**src/rtl/addsub_pkg.sv**
```systemverilog
`timescale 1ns/1ps
package addsub_pkg;

  typedef enum logic [4:0] {
    OP_ADD     = 5'd0,
    OP_SUBF    = 5'd1,
    OP_ADDC    = 5'd2,
    OP_SUBFC   = 5'd3,
    OP_ADDE    = 5'd4,
    OP_SUBFE   = 5'd5,
    OP_ADDME   = 5'd6,
    OP_SUBFME  = 5'd7,
    OP_ADDZE   = 5'd8,
    OP_SUBFZE  = 5'd9,
    OP_NEG     = 5'd10,
    OP_ADDI    = 5'd11,
    OP_ADDIS   = 5'd12,
    OP_ADDIC   = 5'd13,
    OP_ADDICR  = 5'd14,
    OP_SUBFIC  = 5'd15,
    OP_PCREL   = 5'd16,
    OP_ALTADD  = 5'd17
  } op_e;

  typedef enum logic [1:0] {
    ASRC_REG, ASRC_INV, ASRC_REG_OR_ZERO, ASRC_PC
  } a_src_e;

  typedef enum logic [2:0] {
    BSRC_REG, BSRC_ONES, BSRC_ZERO, BSRC_SIMM, BSRC_SIMM_HI, BSRC_DISP_HI
  } b_src_e;

  typedef enum logic [1:0] {
    CIN_ZERO, CIN_ONE, CIN_CA, CIN_OV
  } cin_e;

  typedef struct packed {
    a_src_e a_src;
    b_src_e b_src;
    cin_e   cin;
    logic   ca_wr;      // operation writes CA/CA32
    logic   flag_form;  // honours oe/rc enables
    logic   alt_carry;  // carry goes to OV/OV32
    logic   force_rec;  // always records CR0
  } op_ctl_t;

  function automatic op_ctl_t decode_op(logic [4:0] code);
    op_ctl_t c;
    c = '{a_src: ASRC_REG, b_src: BSRC_REG, cin: CIN_ZERO,
          ca_wr: 1'b0, flag_form: 1'b0, alt_carry: 1'b0, force_rec: 1'b0};
    case (code)
      OP_ADD:    begin c.flag_form = 1'b1; end
      OP_SUBF:   begin c.a_src = ASRC_INV; c.cin = CIN_ONE; c.flag_form = 1'b1; end
      OP_ADDC:   begin c.ca_wr = 1'b1; c.flag_form = 1'b1; end
      OP_SUBFC:  begin c.a_src = ASRC_INV; c.cin = CIN_ONE; c.ca_wr = 1'b1; c.flag_form = 1'b1; end
      OP_ADDE:   begin c.cin = CIN_CA; c.ca_wr = 1'b1; c.flag_form = 1'b1; end
      OP_SUBFE:  begin c.a_src = ASRC_INV; c.cin = CIN_CA; c.ca_wr = 1'b1; c.flag_form = 1'b1; end
      OP_ADDME:  begin c.b_src = BSRC_ONES; c.cin = CIN_CA; c.ca_wr = 1'b1; c.flag_form = 1'b1; end
      OP_SUBFME: begin c.a_src = ASRC_INV; c.b_src = BSRC_ONES; c.cin = CIN_CA;
                       c.ca_wr = 1'b1; c.flag_form = 1'b1; end
      OP_ADDZE:  begin c.b_src = BSRC_ZERO; c.cin = CIN_CA; c.ca_wr = 1'b1; c.flag_form = 1'b1; end
      OP_SUBFZE: begin c.a_src = ASRC_INV; c.b_src = BSRC_ZERO; c.cin = CIN_CA;
                       c.ca_wr = 1'b1; c.flag_form = 1'b1; end
      OP_NEG:    begin c.a_src = ASRC_INV; c.b_src = BSRC_ZERO; c.cin = CIN_ONE; c.flag_form = 1'b1; end
      OP_ADDI:   begin c.a_src = ASRC_REG_OR_ZERO; c.b_src = BSRC_SIMM; end
      OP_ADDIS:  begin c.a_src = ASRC_REG_OR_ZERO; c.b_src = BSRC_SIMM_HI; end
      OP_ADDIC:  begin c.b_src = BSRC_SIMM; c.ca_wr = 1'b1; end
      OP_ADDICR: begin c.b_src = BSRC_SIMM; c.ca_wr = 1'b1; c.force_rec = 1'b1; end
      OP_SUBFIC: begin c.a_src = ASRC_INV; c.b_src = BSRC_SIMM; c.cin = CIN_ONE; c.ca_wr = 1'b1; end
      OP_PCREL:  begin c.a_src = ASRC_PC; c.b_src = BSRC_DISP_HI; end
      OP_ALTADD: begin c.cin = CIN_OV; c.alt_carry = 1'b1; end
      default:   begin end
    endcase
    return c;
  endfunction

endpackage

```
**src/rtl/addsub_operand_mux.sv**
```systemverilog
`timescale 1ns/1ps
module addsub_operand_mux
  import addsub_pkg::*;
#(
  parameter int XLEN  = 64,
  parameter int IMM_W = 16,
  parameter int DH_W  = 10,
  parameter int DM_W  = 5
) (
  input  a_src_e            a_src,
  input  b_src_e            b_src,
  input  cin_e              cin_src,
  input  logic [XLEN-1:0]   ra,
  input  logic [XLEN-1:0]   rb,
  input  logic              ra_zero,
  input  logic [IMM_W-1:0]  imm,
  input  logic [DH_W-1:0]   disp_hi,
  input  logic [DM_W-1:0]   disp_mid,
  input  logic              disp_lo,
  input  logic [XLEN-1:0]   nia,
  input  logic              ca,
  input  logic              ov,
  output logic [XLEN-1:0]   op_a,
  output logic [XLEN-1:0]   op_b,
  output logic              cin
);
  localparam int DISP_W = DH_W + DM_W + 1;

  logic [DISP_W-1:0] disp;
  logic [XLEN-1:0]   simm, simm_hi, disp_hi_ext;

  assign disp        = {disp_hi, disp_mid, disp_lo};
  assign simm        = {{(XLEN-IMM_W){imm[IMM_W-1]}}, imm};
  assign simm_hi     = {{(XLEN-2*IMM_W){imm[IMM_W-1]}}, imm, {IMM_W{1'b0}}};
  assign disp_hi_ext = {{(XLEN-2*DISP_W){disp[DISP_W-1]}}, disp, {DISP_W{1'b0}}};

  always_comb begin
    unique case (a_src)
      ASRC_INV:         op_a = ~ra;
      ASRC_REG_OR_ZERO: op_a = ra_zero ? '0 : ra;
      ASRC_PC:          op_a = nia;
      default:          op_a = ra;
    endcase
  end

  always_comb begin
    case (b_src)
      BSRC_ONES:    op_b = '1;
      BSRC_ZERO:    op_b = '0;
      BSRC_SIMM:    op_b = simm;
      BSRC_SIMM_HI: op_b = simm_hi;
      BSRC_DISP_HI: op_b = disp_hi_ext;
      default:      op_b = rb;
    endcase
  end

  always_comb begin
    unique case (cin_src)
      CIN_ONE: cin = 1'b1;
      CIN_CA:  cin = ca;
      CIN_OV:  cin = ov;
      default: cin = 1'b0;
    endcase
  end
endmodule

```
**src/rtl/addsub_carry_chain.sv**
```systemverilog
`timescale 1ns/1ps
module addsub_carry_chain #(
  parameter int XLEN    = 64,
  parameter int N_LANES = 2
) (
  input  logic [XLEN-1:0]    op_a,
  input  logic [XLEN-1:0]    op_b,
  input  logic               cin,
  output logic [XLEN-1:0]    sum,
  output logic [N_LANES-1:0] lane_cout,  // carry out of each lane's top bit
  output logic [N_LANES-1:0] lane_cmsb   // carry into each lane's top bit
);
  localparam int LW = XLEN / N_LANES;

  logic [N_LANES:0] carry;
  assign carry[0] = cin;

  for (genvar g = 0; g < N_LANES; g++) begin : g_lane
    logic [LW-1:0] la, lb, part;
    logic          top_a, top_b, cm;
    assign la    = op_a[g*LW +: LW];
    assign lb    = op_b[g*LW +: LW];
    assign top_a = la[LW-1];
    assign top_b = lb[LW-1];
    // low LW-1 bits plus incoming carry; bit LW-1 of part is carry into the top bit
    assign part  = {1'b0, la[LW-2:0]} + {1'b0, lb[LW-2:0]} + {{(LW-1){1'b0}}, carry[g]};
    assign cm    = part[LW-1];
    assign sum[g*LW +: LW] = {top_a ^ top_b ^ cm, part[LW-2:0]};
    assign carry[g+1]      = (top_a & top_b) | (cm & (top_a ^ top_b));
    assign lane_cmsb[g]    = cm;
  end

  assign lane_cout = carry[N_LANES:1];
endmodule

```
**src/rtl/addsub_flag_logic.sv**
```systemverilog
`timescale 1ns/1ps
module addsub_flag_logic #(
  parameter int XLEN = 64
) (
  input  logic            ca_wr,
  input  logic            flag_form,
  input  logic            alt_carry,
  input  logic            force_rec,
  input  logic            oe,
  input  logic            rc,
  input  logic [XLEN-1:0] sum,
  input  logic            cout_full,
  input  logic            cout_half,
  input  logic            ovf_full,
  input  logic            ovf_half,
  input  logic            ca_in,
  input  logic            ca32_in,
  input  logic            ov_in,
  input  logic            ov32_in,
  input  logic            so_in,
  input  logic [3:0]      cr0_in,
  output logic            ca_out,
  output logic            ca32_out,
  output logic            ov_out,
  output logic            ov32_out,
  output logic            so_out,
  output logic [3:0]      cr0_out,
  output logic            ov_wr,
  output logic            cr0_wr
);
  logic oe_rec, is_neg, is_zero, is_pos;

  assign oe_rec = flag_form & oe;
  assign ov_wr  = alt_carry | oe_rec;
  assign cr0_wr = force_rec | (flag_form & rc);

  assign ca_out   = ca_wr ? cout_full : ca_in;
  assign ca32_out = ca_wr ? cout_half : ca32_in;

  always_comb begin
    ov_out   = ov_in;
    ov32_out = ov32_in;
    so_out   = so_in;
    if (alt_carry) begin
      ov_out   = cout_full;
      ov32_out = cout_half;
    end else if (oe_rec) begin
      ov_out   = ovf_full;
      ov32_out = ovf_half;
      so_out   = so_in | ovf_full;
    end
  end

  assign is_neg  = sum[XLEN-1];
  assign is_zero = ~|sum;
  assign is_pos  = ~is_neg & ~is_zero;

  assign cr0_out = cr0_wr ? {is_neg, is_pos, is_zero, so_out} : cr0_in;
endmodule

```
**src/rtl/addsub_flag_unit.sv**
```systemverilog
`timescale 1ns/1ps
module addsub_flag_unit
  import addsub_pkg::*;
#(
  parameter int XLEN  = 64,
  parameter int IMM_W = 16,
  parameter int DH_W  = 10,
  parameter int DM_W  = 5
) (
  input  logic [4:0]       op_i,
  input  logic [XLEN-1:0]  ra_i,
  input  logic [XLEN-1:0]  rb_i,
  input  logic             ra_field_zero_i,
  input  logic [IMM_W-1:0] imm_i,
  input  logic [DH_W-1:0]  disp_hi_i,
  input  logic [DM_W-1:0]  disp_mid_i,
  input  logic             disp_lo_i,
  input  logic [XLEN-1:0]  nia_i,
  input  logic             ca_i,
  input  logic             ca32_i,
  input  logic             ov_i,
  input  logic             ov32_i,
  input  logic             so_i,
  input  logic [3:0]       cr0_i,
  input  logic             oe_i,
  input  logic             rc_i,
  output logic [XLEN-1:0]  result_o,
  output logic             ca_o,
  output logic             ca32_o,
  output logic             ov_o,
  output logic             ov32_o,
  output logic             so_o,
  output logic [3:0]       cr0_o
);
  localparam int N_LANES = 2;
  localparam int HALF_IX = N_LANES / 2 - 1;

  op_ctl_t           ctl;
  logic [XLEN-1:0]   op_a, op_b;
  logic              cin;
  logic [N_LANES-1:0] lane_cout, lane_cmsb;

  // named internal events, used by the checker
  logic c64_evt, c32_evt, ovf64_evt, ovf32_evt;
  logic ca_wr, ov_wr, cr0_wr, alt_mode;

  assign ctl      = decode_op(op_i);
  assign ca_wr    = ctl.ca_wr;
  assign alt_mode = ctl.alt_carry;

  addsub_operand_mux #(
    .XLEN(XLEN), .IMM_W(IMM_W), .DH_W(DH_W), .DM_W(DM_W)
  ) u_mux (
    .a_src(ctl.a_src), .b_src(ctl.b_src), .cin_src(ctl.cin),
    .ra(ra_i), .rb(rb_i), .ra_zero(ra_field_zero_i), .imm(imm_i),
    .disp_hi(disp_hi_i), .disp_mid(disp_mid_i), .disp_lo(disp_lo_i),
    .nia(nia_i), .ca(ca_i), .ov(ov_i),
    .op_a(op_a), .op_b(op_b), .cin(cin)
  );

  addsub_carry_chain #(.XLEN(XLEN), .N_LANES(N_LANES)) u_chain (
    .op_a(op_a), .op_b(op_b), .cin(cin),
    .sum(result_o), .lane_cout(lane_cout), .lane_cmsb(lane_cmsb)
  );

  assign c64_evt   = lane_cout[N_LANES-1];
  assign c32_evt   = lane_cout[HALF_IX];
  assign ovf64_evt = lane_cout[N_LANES-1] ^ lane_cmsb[N_LANES-1];
  assign ovf32_evt = lane_cout[HALF_IX] ^ lane_cmsb[HALF_IX];

  addsub_flag_logic #(.XLEN(XLEN)) u_flags (
    .ca_wr(ctl.ca_wr), .flag_form(ctl.flag_form), .alt_carry(ctl.alt_carry),
    .force_rec(ctl.force_rec), .oe(oe_i), .rc(rc_i), .sum(result_o),
    .cout_full(c64_evt), .cout_half(c32_evt),
    .ovf_full(ovf64_evt), .ovf_half(ovf32_evt),
    .ca_in(ca_i), .ca32_in(ca32_i), .ov_in(ov_i), .ov32_in(ov32_i),
    .so_in(so_i), .cr0_in(cr0_i),
    .ca_out(ca_o), .ca32_out(ca32_o), .ov_out(ov_o), .ov32_out(ov32_o),
    .so_out(so_o), .cr0_out(cr0_o), .ov_wr(ov_wr), .cr0_wr(cr0_wr)
  );
endmodule

```
**config.mk**
```make
export PLATFORM = sky130hd
export DESIGN_NAME = addsub_flag_unit
export DESIGN_NICKNAME = d
export VERILOG_FILES = /design/src/rtl/addsub_pkg.sv /design/src/rtl/addsub_operand_mux.sv /design/src/rtl/addsub_carry_chain.sv /design/src/rtl/addsub_flag_logic.sv /design/src/rtl/addsub_flag_unit.sv
export SDC_FILE = /design/constraint.sdc
export NUM_CORES = 1
export LEC_CHECK = 0
export BUFFER_PORTS_ARGS = -buffer_cell sky130_fd_sc_hd__buf_4
export CAP_MARGIN = 10
export CORE_MARGIN = 2
export CORE_UTILIZATION = 45
export DETAILED_ROUTE_END_ITERATION = 10
export PLACE_DENSITY_LB_ADDON = 0.12
export SLEW_MARGIN = 20
export SYNTH_ARGS = -nofsm -noshare
export SYNTH_HDL_FRONTEND = slang
export SYNTH_SLANG_ARGS = --single-unit
```
**constraint.sdc**
```tcl
create_clock -name vclk -period 30.3
set_input_delay 7.575 -clock vclk [all_inputs]
set_output_delay 7.575 -clock vclk [all_outputs]
set_load 0.005 [all_outputs]
```
==> results of run 1 <==
layout make-up:
class	count	area [µm²]
fillers	1355	5020
inverters	19	71.3
multi-input cells	923	6080
well taps	180	225
repair buffers	323	2420
routing by layer:
layer	part of all wire	vias to the layer above	global-route usage
li1	-	4340	-
met1	0.40	4101	0.437
met2	0.47	465	0.603
met3	0.087	73	0.0507
met4	0.042	0	0.136
met5	0	-	0
through the flow:
step                       util  total power, mW  hold slack (ns)  cells  area [µm²]
final                     0.637            0.340            15.44   1445        8810
after floorplan               -            0.190            15.24   1010        6370
after detailed placement  0.637            0.333            15.44   1445        8810
after CTS                 0.637            0.335            15.44   1445        8810
after global routing      0.637            0.367            15.46   1445        8810
after global placement    0.637            0.334            15.43   1445        8810
cell families (layout without fill, tap and decap cells):
logic type,count (synthesis),after routing,share of synthesized area
buffers and inverters,87,342,0.0528
multiplexers,11,11,0.0187
XOR/XNOR,43,43,0.0591
AND/OR/NAND/NOR,353,353,0.257
AO/OA/AOI/OAI,450,450,0.476
adder cells (fa/ha/maj),66,66,0.137
power by group through the flow:
stage / Sequential (mW) / Clock, mW / Combinational (mW)
detailed placement: 0 / 0 / 0.333
CTS: 0 / 0 / 0.335
global route: 0 / 0 / 0.367
global placement: 0 / 0 / 0.334
floorplan: 0 / 0 / 0.190
finish: 0 / 0 / 0.340
path summary, 6_finish.rpt:
kind,from,end,depth (start not counted)
hold / removal,cr0_i[1],cr0_o[1],3
setup / recovery,op_i[2],cr0_o[2],34
cells in the final DEF, fill, tap and decap left out, types with 19 or more instances in the layout:
master | netlist | layout
sky130_fd_sc_hd__nand2_1 | 139 | 139
sky130_fd_sc_hd__buf_4 | 0 | 323
sky130_fd_sc_hd__o21ai_0 | 112 | 112
sky130_fd_sc_hd__xnor2_1 | 25 | 25
sky130_fd_sc_hd__ha_1 | 60 | 60
sky130_fd_sc_hd__a211oi_1 | 19 | 19
sky130_fd_sc_hd__a221oi_1 | 21 | 21
sky130_fd_sc_hd__a21o_1 | 20 | 20
sky130_fd_sc_hd__o21a_1 | 44 | 44
sky130_fd_sc_hd__inv_1 | 19 | 19
sky130_fd_sc_hd__a22o_1 | 64 | 64
sky130_fd_sc_hd__nor2_1 | 102 | 101
sky130_fd_sc_hd__a21oi_1 | 88 | 88
==> impl_metrics.prom, run 1 <==
# TYPE chip_impl_metric gauge
chip_impl_info{name="outcome",value="completed"} 1
chip_impl_metric{name="synth.net_count",unit=""} 1317
chip_impl_metric{name="grt.overflow.total",unit=""} 0
chip_impl_info{name="synthMostInstantiatedCell",value="sky130_fd_sc_hd__nand2_1"} 1
chip_impl_metric{name="seq_power_share",unit=""} 0
chip_impl_metric{name="num_vias",unit=""} 8979
chip_impl_metric{name="slowest_delay",unit="ns"} 0.63
chip_impl_metric{name="power.clock.fraction",unit=""} 0
chip_impl_metric{name="combinationalPowerShare",unit=""} 1.000
chip_impl_metric{name="post_cts_hold_buffer_count",unit=""} 0
chip_impl_metric{name="drt.antenna.violating_nets",unit=""} 0
chip_impl_info{name="slowest_stage",value="sky130_fd_sc_hd__a2111oi_0"} 1
chip_impl_metric{name="min_period",unit="ns"} 24.56
chip_impl_metric{name="cts_repair_resize_count",unit=""} 0
chip_impl_info{name="post_synth_main_area_contributors",value="sky130_fd_sc_hd__ha_1 12%, sky130_fd_sc_hd__a22o_1 8.8%, sky130_fd_sc_hd__o21ai_0 8.8%, sky130_fd_sc_hd__nand2_1 8.2%, sky130_fd_sc_hd__a21oi_1 6.9%"} 1
chip_impl_metric{name="drt_iter0_markers",unit=""} 636
chip_impl_metric{name="post_cts_buffers",unit=""} 0
chip_impl_metric{name="timing_worst_slew_pin_value",unit="ns"} 1.11
chip_impl_metric{name="overall_fraction_of_global_route_tracks_in_use",unit=""} 0.349
chip_impl_metric{name="buffering_stage_count_on_the_worst_path_with_inverters_included",unit=""} 2
chip_impl_info{name="critical_path_class",value="in -> out"} 1
chip_impl_metric{name="netlist.area_leader.share",unit=""} 0.118
chip_impl_metric{name="layout_cells_sized_above_1",unit=""} 0.272
chip_impl_metric{name="grt_pass1_wl",unit="mm"} 42.0
chip_impl_metric{name="routed_wire_length_per_instance",unit="µm"} 19.4
chip_impl_metric{name="timing.final.max_slew_violations",unit=""} 0
chip_impl_metric{name="power.net_switching",unit="µW"} 185
chip_impl_metric{name="insertedDiodeCount",unit=""} 0
chip_impl_metric{name="max_cap_violations",unit=""} 0
chip_impl_metric{name="ir_worst_vdd",unit="µV"} 23.0
chip_impl_metric{name="final_nets",unit=""} 1574
chip_impl_metric{name="routed_wl",unit="mm"} 28.0
chip_impl_metric{name="first_global_vias",unit=""} 8224
chip_impl_metric{name="dp.final_hpwl",unit="mm"} 23.4
chip_impl_metric{name="ios",unit=""} 314
chip_impl_info{name="worst_path_most_repeated_cell",value="sky130_fd_sc_hd__nand2_1"} 1
chip_impl_metric{name="fmax",unit="MHz"} 40.7
chip_impl_metric{name="vias_per_cell",unit=""} 6.21
chip_impl_info{name="timing.critical_path.max_delay_family",value="simple AND/OR/NAND/NOR gates"} 1
chip_impl_metric{name="final_hold_viol_count",unit=""} 0
chip_impl_metric{name="critical_path_peak_fanout",unit=""} 17
chip_impl_metric{name="synth_cell_types",unit=""} 69
chip_impl_metric{name="design.core.area",unit="µm²"} 13800
chip_impl_metric{name="max_slew_margin",unit=""} 0.258
chip_impl_metric{name="synth.cell_area",unit="µm²"} 6370
chip_impl_metric{name="power_per_cell_area",unit="nW/µm²"} 38.7
chip_impl_metric{name="die_width",unit="µm"} 123
chip_impl_metric{name="layout.sequential_cells",unit=""} 0
chip_impl_metric{name="largest_net_degree_at_the_start_of_global_routing",unit=""} 65
chip_impl_metric{name="dr.pass1.iters",unit=""} 7
chip_impl_metric{name="synthesized_area_per_cell",unit="µm²"} 6.31
chip_impl_metric{name="grt_antenna_before_repair",unit=""} 0
chip_impl_metric{name="worstPathRequired",unit="ns"} 22.73
chip_impl_metric{name="floorplan.rows",unit=""} 43
chip_impl_metric{name="design.die.area",unit="µm²"} 15100
chip_impl_metric{name="totalNegativeSetupSlack",unit="ns"} 0
chip_impl_metric{name="initial_core_util",unit=""} 0.461
chip_impl_metric{name="report.final.setup_viol",unit=""} 0
chip_impl_metric{name="final.period_utilization",unit=""} 0.811
chip_impl_metric{name="internal_power",unit="µW"} 155
chip_impl_metric{name="post-place-ws",unit="ns"} 5.90
chip_impl_info{name="worstSetupEndpointType",value="primary output"} 1
chip_impl_metric{name="area_growth_syn_to_layout",unit="%"} 38.2
chip_impl_metric{name="p_leak",unit="nW"} 3.97
chip_impl_metric{name="yosysWarnings",unit=""} 0
chip_impl_metric{name="die_height",unit="µm"} 123
chip_impl_metric{name="switching_portion_of_total_power",unit=""} 0.544
chip_impl_metric{name="drc",unit=""} 0
chip_impl_metric{name="worst_ep_arrival",unit="ns"} 16.98
chip_impl_info{name="timing.hold.worst.class",value="in -> out"} 1
chip_impl_info{name="yosysTopAreaCell",value="sky130_fd_sc_hd__ha_1"} 1
chip_impl_metric{name="yosysSeqAreaShare",unit=""} 0
chip_impl_metric{name="place.port_buffers",unit=""} 314
chip_impl_metric{name="n_clock_buffer",unit=""} 0
chip_impl_info{name="critical_path.startpoint_type",value="primary input"} 1
chip_impl_metric{name="syn_inst",unit=""} 1010
chip_impl_info{name="rsz_0062_raised_after_global_routing",value="false"} 1
chip_impl_metric{name="gp_congestion",unit=""} 1.02
chip_impl_info{name="post_synth_most_frequent_cells",value="139 x sky130_fd_sc_hd__nand2_1, 112 x sky130_fd_sc_hd__o21ai_0, 102 x sky130_fd_sc_hd__nor2_1, 88 x sky130_fd_sc_hd__a21oi_1, 64 x sky130_fd_sc_hd__a22o_1"} 1
chip_impl_metric{name="seq_area",unit="µm²"} 0
chip_impl_metric{name="setup_slack",unit="ns"} 5.74
(Power assumes the default switching activity.)
==> run 2: changes to the inputs <==
==> constraint.sdc (replaced) <==
create_clock -name vclk -period 20.7
set_input_delay 5.175 -clock vclk [all_inputs]
set_output_delay 5.175 -clock vclk [all_outputs]
set_load 0.005 [all_outputs]
==> run 2 against run 1 <==
Compared with the run above:
- combinational power increased by 46%
- highest routed layer unchanged
- first-iteration DRC count decreased by 12%
- sequential cell count unchanged
- non-clock buffer count increased by 1
- final cell count about the same
==> impl_metrics.prom, run 2 (synthesis gave the netlist of run 1 again) <==
# TYPE chip_impl_metric gauge
chip_impl_info{name="outcome",value="completed"} 1
chip_impl_metric{name="cts_repair_resize_count",unit=""} 0
chip_impl_metric{name="gp_congestion",unit=""} 0.988
chip_impl_metric{name="place.port_buffers",unit=""} 314
chip_impl_metric{name="die_width",unit="µm"} 123
chip_impl_metric{name="timing_worst_slew_pin_value",unit="ns"} 1.01
chip_impl_info{name="most_common_cell_after_layout_fill_and_taps_aside",value="sky130_fd_sc_hd__buf_4"} 1
chip_impl_metric{name="path_depth",unit=""} 34
chip_impl_metric{name="dp.final_hpwl",unit="mm"} 22.8
chip_impl_metric{name="post-place-ws",unit="ns"} 1.28
chip_impl_info{name="commonest_cells_after_routing_fill_and_taps_aside",value="323 x sky130_fd_sc_hd__buf_4, 139 x sky130_fd_sc_hd__nand2_1, 112 x sky130_fd_sc_hd__o21ai_0"} 1
chip_impl_metric{name="timing.hold.worst_path_depth",unit=""} 3
chip_impl_metric{name="timing.final.max_slew_violations",unit=""} 0
chip_impl_metric{name="setup_slack",unit="ns"} 1.06
chip_impl_metric{name="num-fill-cells",unit=""} 1371
chip_impl_metric{name="final_nets",unit=""} 1575
chip_impl_metric{name="worstPathRequired",unit="ns"} 15.53
chip_impl_metric{name="post_cts_buffers",unit=""} 0
chip_impl_metric{name="grt_antenna_before_repair",unit=""} 0
chip_impl_metric{name="num_vias",unit=""} 8927
chip_impl_metric{name="overall_fraction_of_global_route_tracks_in_use",unit=""} 0.336
chip_impl_metric{name="grt_pass1_wl",unit="mm"} 40.8
chip_impl_metric{name="post_cts_hold_buffer_count",unit=""} 0
chip_impl_metric{name="totalNegativeSetupSlack",unit="ns"} 0
chip_impl_metric{name="seq_area",unit="µm²"} 0
chip_impl_metric{name="p_leak",unit="nW"} 3.99
chip_impl_metric{name="design.core.area",unit="µm²"} 13800
chip_impl_info{name="worstSetupEndpointType",value="primary output"} 1
chip_impl_metric{name="critical_path_peak_fanout",unit=""} 17
chip_impl_metric{name="die_height",unit="µm"} 123
chip_impl_metric{name="grt.overflow.total",unit=""} 0
chip_impl_metric{name="drt_iter0_markers",unit=""} 560
chip_impl_metric{name="n_clock_buffer",unit=""} 0
chip_impl_metric{name="buffering_stage_count_on_the_worst_path_with_inverters_included",unit=""} 2
chip_impl_metric{name="final.period_utilization",unit=""} 0.949
chip_impl_metric{name="dr.pass1.iters",unit=""} 5
chip_impl_metric{name="max_slew_margin",unit=""} 0.326
chip_impl_info{name="critical_path_class",value="in -> out"} 1
chip_impl_metric{name="floorplan.rows",unit=""} 43
chip_impl_metric{name="drc",unit=""} 0
chip_impl_metric{name="final_hold_viol_count",unit=""} 0
chip_impl_metric{name="routed_wire_length_per_instance",unit="µm"} 18.8
chip_impl_metric{name="ios",unit=""} 314
chip_impl_info{name="worst_path_most_repeated_cell",value="sky130_fd_sc_hd__nand2_1"} 1
chip_impl_metric{name="initial_core_util",unit=""} 0.461
chip_impl_metric{name="routed_wl",unit="mm"} 27.1
chip_impl_info{name="critical_path.startpoint_type",value="primary input"} 1
chip_impl_metric{name="slowest_delay",unit="ns"} 0.59
chip_impl_metric{name="drt.antenna.violating_nets",unit=""} 0
chip_impl_metric{name="insertedDiodeCount",unit=""} 0
chip_impl_metric{name="vias_per_cell",unit=""} 6.17
chip_impl_metric{name="layout.sequential_cells",unit=""} 0
chip_impl_metric{name="max_cap_violations",unit=""} 0
chip_impl_metric{name="min_period",unit="ns"} 19.64
chip_impl_metric{name="multiInputGateArea",unit="µm²"} 6080
chip_impl_metric{name="design.die.area",unit="µm²"} 15100
chip_impl_info{name="slowest_stage",value="sky130_fd_sc_hd__nand2_1"} 1
chip_impl_metric{name="report.final.setup_viol",unit=""} 0
chip_impl_metric{name="ir_worst_vdd",unit="µV"} 30.9
chip_impl_info{name="rsz_0062_raised_after_global_routing",value="false"} 1
chip_impl_info{name="timing.hold.worst.class",value="in -> out"} 1
chip_impl_metric{name="first_global_vias",unit=""} 8036
chip_impl_metric{name="layout_cells_sized_above_1",unit=""} 0.273
chip_impl_metric{name="area_growth_syn_to_layout",unit="%"} 38.7
chip_impl_metric{name="worst_ep_arrival",unit="ns"} 14.46
chip_impl_metric{name="fmax",unit="MHz"} 50.9
chip_impl_info{name="timing.critical_path.max_delay_family",value="simple AND/OR/NAND/NOR gates"} 1
chip_impl_metric{name="power_per_cell_area",unit="nW/µm²"} 56.2
chip_impl_metric{name="largest_net_degree_at_the_start_of_global_routing",unit=""} 60
-- run 2: cell count changes in the layout (fill, tap and decap cells not counted), sizes merged --
cell,change
buf,+1
-- run 2: worst paths after layout --
check       end  slack, ns    start
max    cr0_o[1]       1.06  op_i[2]
min        so_o      10.64     so_i
-- run 2: metrics by stage --
step           total power [mW]   util  hold WS [ns]  instances  area [µm²]
2_1_floorplan             0.279      -         10.44       1010        6370
3_3_place_gp              0.486  0.637         10.63       1445        8810
3_5_place_dp              0.487  0.637         10.64       1445        8810
4_1_cts                   0.488  0.637         10.64       1445        8810
5_1_grt                   0.535  0.639         10.65       1446        8830
6_report                  0.497  0.639         10.64       1446        8830
-- run 2: layout make-up --
cell class,instances,area share
Timing Repair Buffer,324,0.278
Tap cell,180,0.0255
Inverter,19,0.00807
Multi-Input combinational cell,923,0.689
-- run 2: power breakdown --
| group | internal, mW | switching (mW) | total, mW |
|---|---|---|---|
| registers | 0 | 0 | 0 |
| clock network | 0 | 0 | 0 |
| logic | 0.228 | 0.268 | 0.497 |
| total | 0.228 | 0.268 | 0.497 |
-- run 2: routing by layer --
metal,vias to the layer above,global-route usage,wire [µm]
li1,4352,-,-
met1,4092,0.426,11000
met5,-,0,0
met2,427,0.604,13100
met3,56,0.0337,2220
met4,0,0.0888,830
